### config.mk
export PLATFORM = sky130hd
export DESIGN_NAME = adc_read_ctrl
export DESIGN_NICKNAME = d
export VERILOG_FILES = /design/src/rtl/adc_rd_pkg.sv /design/src/rtl/adc_rd_sclk_div.sv /design/src/rtl/adc_rd_shift.sv /design/src/rtl/adc_rd_accum.sv /design/src/rtl/adc_read_ctrl.sv
export SDC_FILE = /design/constraint.sdc
export NUM_CORES = 1
export LEC_CHECK = 0
export ABC_AREA = 1
export BUFFER_PORTS_ARGS = -buffer_cell sky130_fd_sc_hd__buf_2
export CORE_UTILIZATION = 33
export DETAILED_ROUTE_END_ITERATION = 8
export HOLD_SLACK_MARGIN = 0.03
export SLEW_MARGIN = 5
export SYNTH_ARGS = -nofsm -noshare
export SYNTH_HDL_FRONTEND = slang
export SYNTH_HIERARCHICAL = 1
export SYNTH_SLANG_ARGS = --single-unit
### constraint.sdc
create_clock -name clk_i -period 3.1 [get_ports clk_i]
set_input_delay 0.465 -clock clk_i [delete_from_list [all_inputs] [get_ports clk_i]]
set_output_delay 0.465 -clock clk_i [all_outputs]
set_load 0.02 [all_outputs]
### src/rtl/adc_rd_pkg.sv
package adc_rd_pkg;
  typedef enum logic [1:0] {
    ST_IDLE  = 2'd0,
    ST_FRAME = 2'd1,
    ST_GAP   = 2'd2
  } rd_state_e;
endpackage

### src/rtl/adc_rd_sclk_div.sv
module adc_rd_sclk_div #(
  parameter int DIV_W = 8
) (
  input  logic             clk_i,
  input  logic             rst_ni,
  input  logic             run_i,
  input  logic [DIV_W-1:0] div_i,
  output logic             tick_o
);
  logic [DIV_W-1:0] cnt_q;

  assign tick_o = run_i && (cnt_q == div_i);

  always_ff @(posedge clk_i or negedge rst_ni) begin
    if (!rst_ni)     cnt_q <= '0;
    else if (!run_i) cnt_q <= '0;
    else if (tick_o) cnt_q <= '0;
    else             cnt_q <= cnt_q + 1'b1;
  end
endmodule

### src/rtl/adc_rd_shift.sv
module adc_rd_shift #(
  parameter int DATA_W = 12
) (
  input  logic              clk_i,
  input  logic              rst_ni,
  input  logic              en_i,
  input  logic              bit_i,
  output logic [DATA_W-1:0] code_o
);
  always_ff @(posedge clk_i or negedge rst_ni) begin
    if (!rst_ni)   code_o <= '0;
    else if (en_i) code_o <= {code_o[DATA_W-2:0], bit_i};
  end
endmodule

### src/rtl/adc_rd_accum.sv
module adc_rd_accum #(
  parameter int DATA_W = 12,
  parameter int ACC_W  = 16
) (
  input  logic              clk_i,
  input  logic              rst_ni,
  input  logic              clr_i,
  input  logic              add_i,
  input  logic [DATA_W-1:0] code_i,
  output logic [ACC_W-1:0]  sum_o
);
  localparam int EXT_W = ACC_W - DATA_W;
  logic [ACC_W-1:0] acc_q;

  // running sum including the code being added this cycle
  assign sum_o = acc_q + {{EXT_W{code_i[DATA_W-1]}}, code_i};

  always_ff @(posedge clk_i or negedge rst_ni) begin
    if (!rst_ni)    acc_q <= '0;
    else if (clr_i) acc_q <= '0;
    else if (add_i) acc_q <= sum_o;
  end
endmodule

### src/rtl/adc_read_ctrl.sv
module adc_read_ctrl #(
  parameter int DATA_W       = 12,
  parameter int DIV_W        = 8,
  parameter int SAMPLE_RISES = 2,
  parameter int MAX_LOG2     = 4,
  parameter int LOG2_W       = 3
) (
  input  logic              clk_i,
  input  logic              rst_ni,
  input  logic              start_i,
  input  logic [DIV_W-1:0]  half_div_i,
  input  logic [LOG2_W-1:0] avg_log2_i,
  input  logic              sdata_i,
  output logic              cs_no,
  output logic              sclk_o,
  output logic              busy_o,
  output logic              done_o,
  output logic [DATA_W-1:0] result_o
);
  import adc_rd_pkg::*;

  localparam int ACC_W   = DATA_W + MAX_LOG2;
  localparam int CNT_W   = MAX_LOG2 + 1;
  localparam int H_FIRST = 2 * (SAMPLE_RISES + 1);          // low phase before first data rise
  localparam int H_LAST  = 2 * (SAMPLE_RISES + 1 + DATA_W) - 1;
  localparam int H_W     = $clog2(H_LAST + 1);

  rd_state_e         state_q;
  logic [H_W-1:0]    h_q;
  logic [DIV_W-1:0]  div_q;
  logic [LOG2_W-1:0] k_q;
  logic [MAX_LOG2-1:0] left_q;
  logic              done_q;
  logic [DATA_W-1:0] result_q;

  logic              tick, run, cap_en, conv_end, clr;
  logic [LOG2_W-1:0] k_eff;
  logic [CNT_W-1:0]  n_conv;
  logic [DATA_W-1:0] code;
  logic [ACC_W-1:0]  sum;
  logic signed [ACC_W-1:0] avg;

  assign k_eff  = (avg_log2_i > LOG2_W'(MAX_LOG2)) ? LOG2_W'(MAX_LOG2) : avg_log2_i;
  assign n_conv = CNT_W'(1) << k_eff;

  assign run      = (state_q != ST_IDLE);
  assign cap_en   = (state_q == ST_FRAME) && tick && !h_q[0] && (h_q >= H_W'(H_FIRST));
  assign conv_end = (state_q == ST_FRAME) && tick && (h_q == H_W'(H_LAST));
  assign clr      = (state_q == ST_IDLE) && start_i;
  assign avg      = $signed(sum) >>> k_q;

  adc_rd_sclk_div #(.DIV_W(DIV_W)) u_div (
    .clk_i (clk_i),
    .rst_ni(rst_ni),
    .run_i (run),
    .div_i (div_q),
    .tick_o(tick)
  );

  adc_rd_shift #(.DATA_W(DATA_W)) u_shift (
    .clk_i (clk_i),
    .rst_ni(rst_ni),
    .en_i  (cap_en),
    .bit_i (sdata_i),
    .code_o(code)
  );

  adc_rd_accum #(.DATA_W(DATA_W), .ACC_W(ACC_W)) u_acc (
    .clk_i (clk_i),
    .rst_ni(rst_ni),
    .clr_i (clr),
    .add_i (conv_end),
    .code_i(code),
    .sum_o (sum)
  );

  always_ff @(posedge clk_i or negedge rst_ni) begin
    if (!rst_ni) begin
      state_q  <= ST_IDLE;
      h_q      <= '0;
      div_q    <= '0;
      k_q      <= '0;
      left_q   <= '0;
      done_q   <= 1'b0;
      result_q <= '0;
    end else begin
      done_q <= 1'b0;
      unique case (state_q)
        ST_IDLE: if (start_i) begin
          div_q   <= half_div_i;
          k_q     <= k_eff;
          left_q  <= MAX_LOG2'(n_conv - 1'b1);
          h_q     <= '0;
          state_q <= ST_FRAME;
        end
        ST_FRAME: if (tick) begin
          if (h_q == H_W'(H_LAST)) begin
            h_q <= '0;
            if (left_q == '0) begin
              state_q  <= ST_IDLE;
              done_q   <= 1'b1;
              result_q <= avg[DATA_W-1:0];
            end else begin
              left_q  <= left_q - 1'b1;
              state_q <= ST_GAP;
            end
          end else begin
            h_q <= h_q + 1'b1;
          end
        end
        ST_GAP: if (tick) state_q <= ST_FRAME;
        default: state_q <= ST_IDLE;
      endcase
    end
  end

  assign cs_no    = (state_q != ST_FRAME);
  assign sclk_o   = (state_q == ST_FRAME) && h_q[0];
  assign busy_o   = run;
  assign done_o   = done_q;
  assign result_o = result_q;
endmodule

==> metrics.md <==
| Metric | Value |
|---|---|
| Die width | between 100 and 150 um |
| Final setup violation count | 0 |
| Unrepaired setup endpoints after global routing | false |
| WHS | 0.2545 ns |
| Worst r2r dst | result_o[10] |
| P&R area growth vs syn | 13.64% |
| Fin crit share | 79.48% |
| Max-slew headroom | between 40% and 50% |
| Drt drc | 0 |
| Initial antenna violation count | 0 |
| Most common cell after layout, fill and taps aside | nand2_1 |
| Worst Path Required | 3.33 ns |
| Crit Path Max Fanout | 3 |
| Vias in the first global route | between 3000 and 4000 |
| Layout cells sized above 1 | approximately 15% |
| Clk buf depth | 2 |
| Skew final | 0.005911 ns |
| YS warnings | 6 |
| Critical path's slowest cell | fa_1 |
| Final Cell Area | 0.005431 mm^2 |
| Hold WC Path Type | input port to async pin |
| Fin nets | 735 |
| Cells after DPL | 868 |
| CP peak stage delay | 0.43 ns |
| Yosys reg bits | 71 |
| Grt ovf | 0 |
| FMAX | 405.8 MHz |
| GRT Max-Usage Layer | met2 |
| Cts hold-fix bufs | 0 |
| Post-CTS Setup Bufs | 0 |
| Critical path startpoint category | register |
| Syn_nets | 705 |
| R2R Setup Slk | ~0.64 ns |
| Final worst path period need | 2.464 ns |
| Clk sinks | 71 |
| Switching power | 1.402 mW |
| Pwr Total | 3.725 mW |
| Reg2reg start | u_shift/code_o[0] |
| Register area share after synthesis | 37.17% |
| Combinational group share of total power | 33.8% |
| M3 GR Usage | 3.253% |
| Largest net degree at the start of global routing | 72 |
| Post-DP Area | 0.005086 mm^2 |
| PwrDens | 685.7 mW/mm^2 |
| CP cell instances | ha_1 -> fa_1 -> nand3_1 -> nand3_1 -> nand2_1 -> nand2_2 -> nand2_2 -> nand3_1 -> and2_1 -> inv_1 -> o21ai_0 -> o21ai_0 -> nand2_1 -> nand3_1 -> nand2_1 |
| Sequential power share | 34.0% |
| Synth Cell Area | 0.004780 mm^2 |
| Worst-case reg-to-reg path depth | 15 |
| Worst-Margin Slew | 0.8957 ns |
| Setup crit end | result_o[10] |
| CTS tree | yes |
| Total of max-cap violations | 0 |
| Global-route wire length before repair | approximately 17000 um |
| Routed wire length per instance | approximately 11 um |
| CTS Buf Count | 9 |
| Synth cell types | 38 |
| Cells after Synth | 669 |
| Die area | 0.01497 mm^2 |
| Worst setup startpoint | u_shift/code_o[0] |
| Most Frequent Cell on Critical Path | nand3_1 |
| Clock share of power | 32.2% |
| Fillers | 1486 |
| Static Leak | 3.096 nW |
| Total GRT Usage | 14.74% |
| IO buf count | 30 |
| CTS clk-pin slew, worst paths | 0.06 ns |
| Setup CP Type | register to register |
| Slew Limit Fails | 0 |
| Post_cts resized | 0 |
| Root Buffer | clkbuf_16 |
| Io pins | 31 |
| Clk Latency, worst-skew pair | 0.34 ns |
| First-pass DRT Iterations | 4 |
| Vias/cell | around 4.4 |
| Core Footprint | 0.01399 mm^2 |
| Syn_area_per_cell | 7.144 um^2 |
| Status | complete, no violations |
| DRT iter0 DRCs | approximately 160 |
| Net Sw Frac | 37.65% |
| M1 GR Usage | 19.68% |
| Routed WL | roughly 10000 um |
| Initial Utilization | 34.17% |
| Vias | around 3900 |
| Rows | 43 |
| CP arrival | 2.70 ns |
| Hold Fails Final Rpt | 0 |
| Diode count | 0 |
| Post-route insts no fill | 884 |
| GPL Wtd Cong | 0.8184 |
| Detailed placer's ending HPWL | 7407 um |
| Most frequent cells in the layout | nand2_1, inv_1, dfrtp_1 |
| Setup TNS Final | 0 ns |
| Chip Height | 122.3 um |
| Met2 GRT Util | a little under a quarter |
| Internal power | 2.322 mW |
| Endpoint kind of the worst setup timing path | register |
| DRT antenna net count | 0 |
| Worst vdd ir | 0.3846 mV |
| H-Tree Depth | 3 |
## area by class of cell
class,count,area [um^2],area share [%]
timing repair buffer,33,175.2,3.225
clock buffer,9,225.2,4.147
inverter,85,329.1,6.059
clock inverter,7,120.1,2.211
sequential,71,1777,32.71
multi-input combinational,499,2580,47.50
tap,180,225.2,4.147
## cell families (layout without fill, tap and decap cells)
kind of cell / Yosys count / after routing / synth area share (%)
and+or+nand+nor: 402 / 402 / 37.57
buffers and inverters: 99 / 134 / 8.979
DFF: 71 / 71 / 37.17
AOI/OAI and AO/OA: 58 / 58 / 7.016
adders and majority gates: 21 / 21 / 5.654
xor gates and xnor gates: 18 / 18 / 3.612
## routing by layer
metal / wire length, um / vias to the layer above
li1: - / 2141
met1: 4994 / 1729
met2: 4686 / 52
met3: 298 / 5
met4: 60 / 0
met5: 0 / -
## power by group through the flow
| stage | clock network (mW) | logic [mW] | registers (mW) |
|---|---|---|---|
| finish | 1.20 | 1.26 | 1.27 |
| CTS | 1.23 | 1.28 | 1.27 |
| floorplan | 0 | 1.12 | 1.21 |
| global route | 1.27 | 1.46 | 1.30 |
| detailed placement | 0 | 1.27 | 1.28 |
| global placement | 0 | 1.27 | 1.28 |
## critical path, delay by kind of cell (launching register included)
kind	cells	cell delay [ns]
AOI/OAI and AO/OA	2	0.35
adders and majority gates	2	0.65
buffers and inverters	1	0.06
DFF	1	0.39
and+or+nand+nor	10	0.91
## sequential cells by signal, summed over array words and instances (netlist names)
register	cells
k_q	3
div_q	8
state_q	2
u_shift/code_o	12
u_div/cnt_q	8
h_q	5
u_acc/acc_q	16
result_o	12
left_q	4
done_o	1
## per-stage QoR
step / setup slack, ns / util (%)
after floorplan: 0.8428 / -
after global placement: 0.6613 / 36.36
after detailed placement: 0.6466 / 36.36
after CTS: 0.6437 / 38.83
after global routing: 0.3407 / 38.83
final: 0.6360 / 38.83
## worst min-delay path by stage
stage / slack (ns) / to
after floorplan: 0.17 / div_q[0]
after global placement: 0.46 / result_o[8]
after detailed placement: 0.47 / result_o[8]
after CTS: 0.31 / u_shift/code_o[11]
after global routing: 0.33 / div_q[6]
final: 0.25 / u_shift/code_o[11]
## synth_stat cells
master | number | area (um^2)
o21ai_1 | 14 | 70.07
buf_6 | 2 | 22.52
xnor2_1 | 6 | 52.55
o22ai_1 | 3 | 18.77
o21ai_4 | 1 | 16.27
nand3_2 | 1 | 10.01
nor2_4 | 4 | 45.04
clkbuf_1 | 2 | 7.510
nand2_1 | 270 | 1013
buf_12 | 1 | 20.02
a311oi_1 | 1 | 8.760
buf_4 | 2 | 15.01
and2_1 | 7 | 43.79
ha_1 | 20 | 250.2
o211ai_1 | 6 | 45.04
nor2_2 | 1 | 6.260
inv_4 | 2 | 12.51
a22o_1 | 3 | 26.28
nor2_1 | 35 | 131.4
inv_2 | 10 | 37.54
o21ai_0 | 15 | 75.07
fa_1 | 1 | 20.02
xor2_2 | 2 | 32.53
buf_2 | 7 | 35.03
nand3b_1 | 4 | 30.03
and2_0 | 1 | 6.260
nand3_1 | 45 | 225.2
inv_1 | 71 | 266.5
clkinv_1 | 1 | 3.750
or2_2 | 5 | 31.28
nand2_2 | 17 | 106.4
nand2_4 | 5 | 56.30
nor3_2 | 5 | 50.05
dfrtp_1 | 71 | 1777
clkinv_4 | 1 | 8.760
nor2_8 | 2 | 40.04
xor2_1 | 10 | 87.58
a21oi_1 | 15 | 75.07
(Power assumes the default switching activity.)
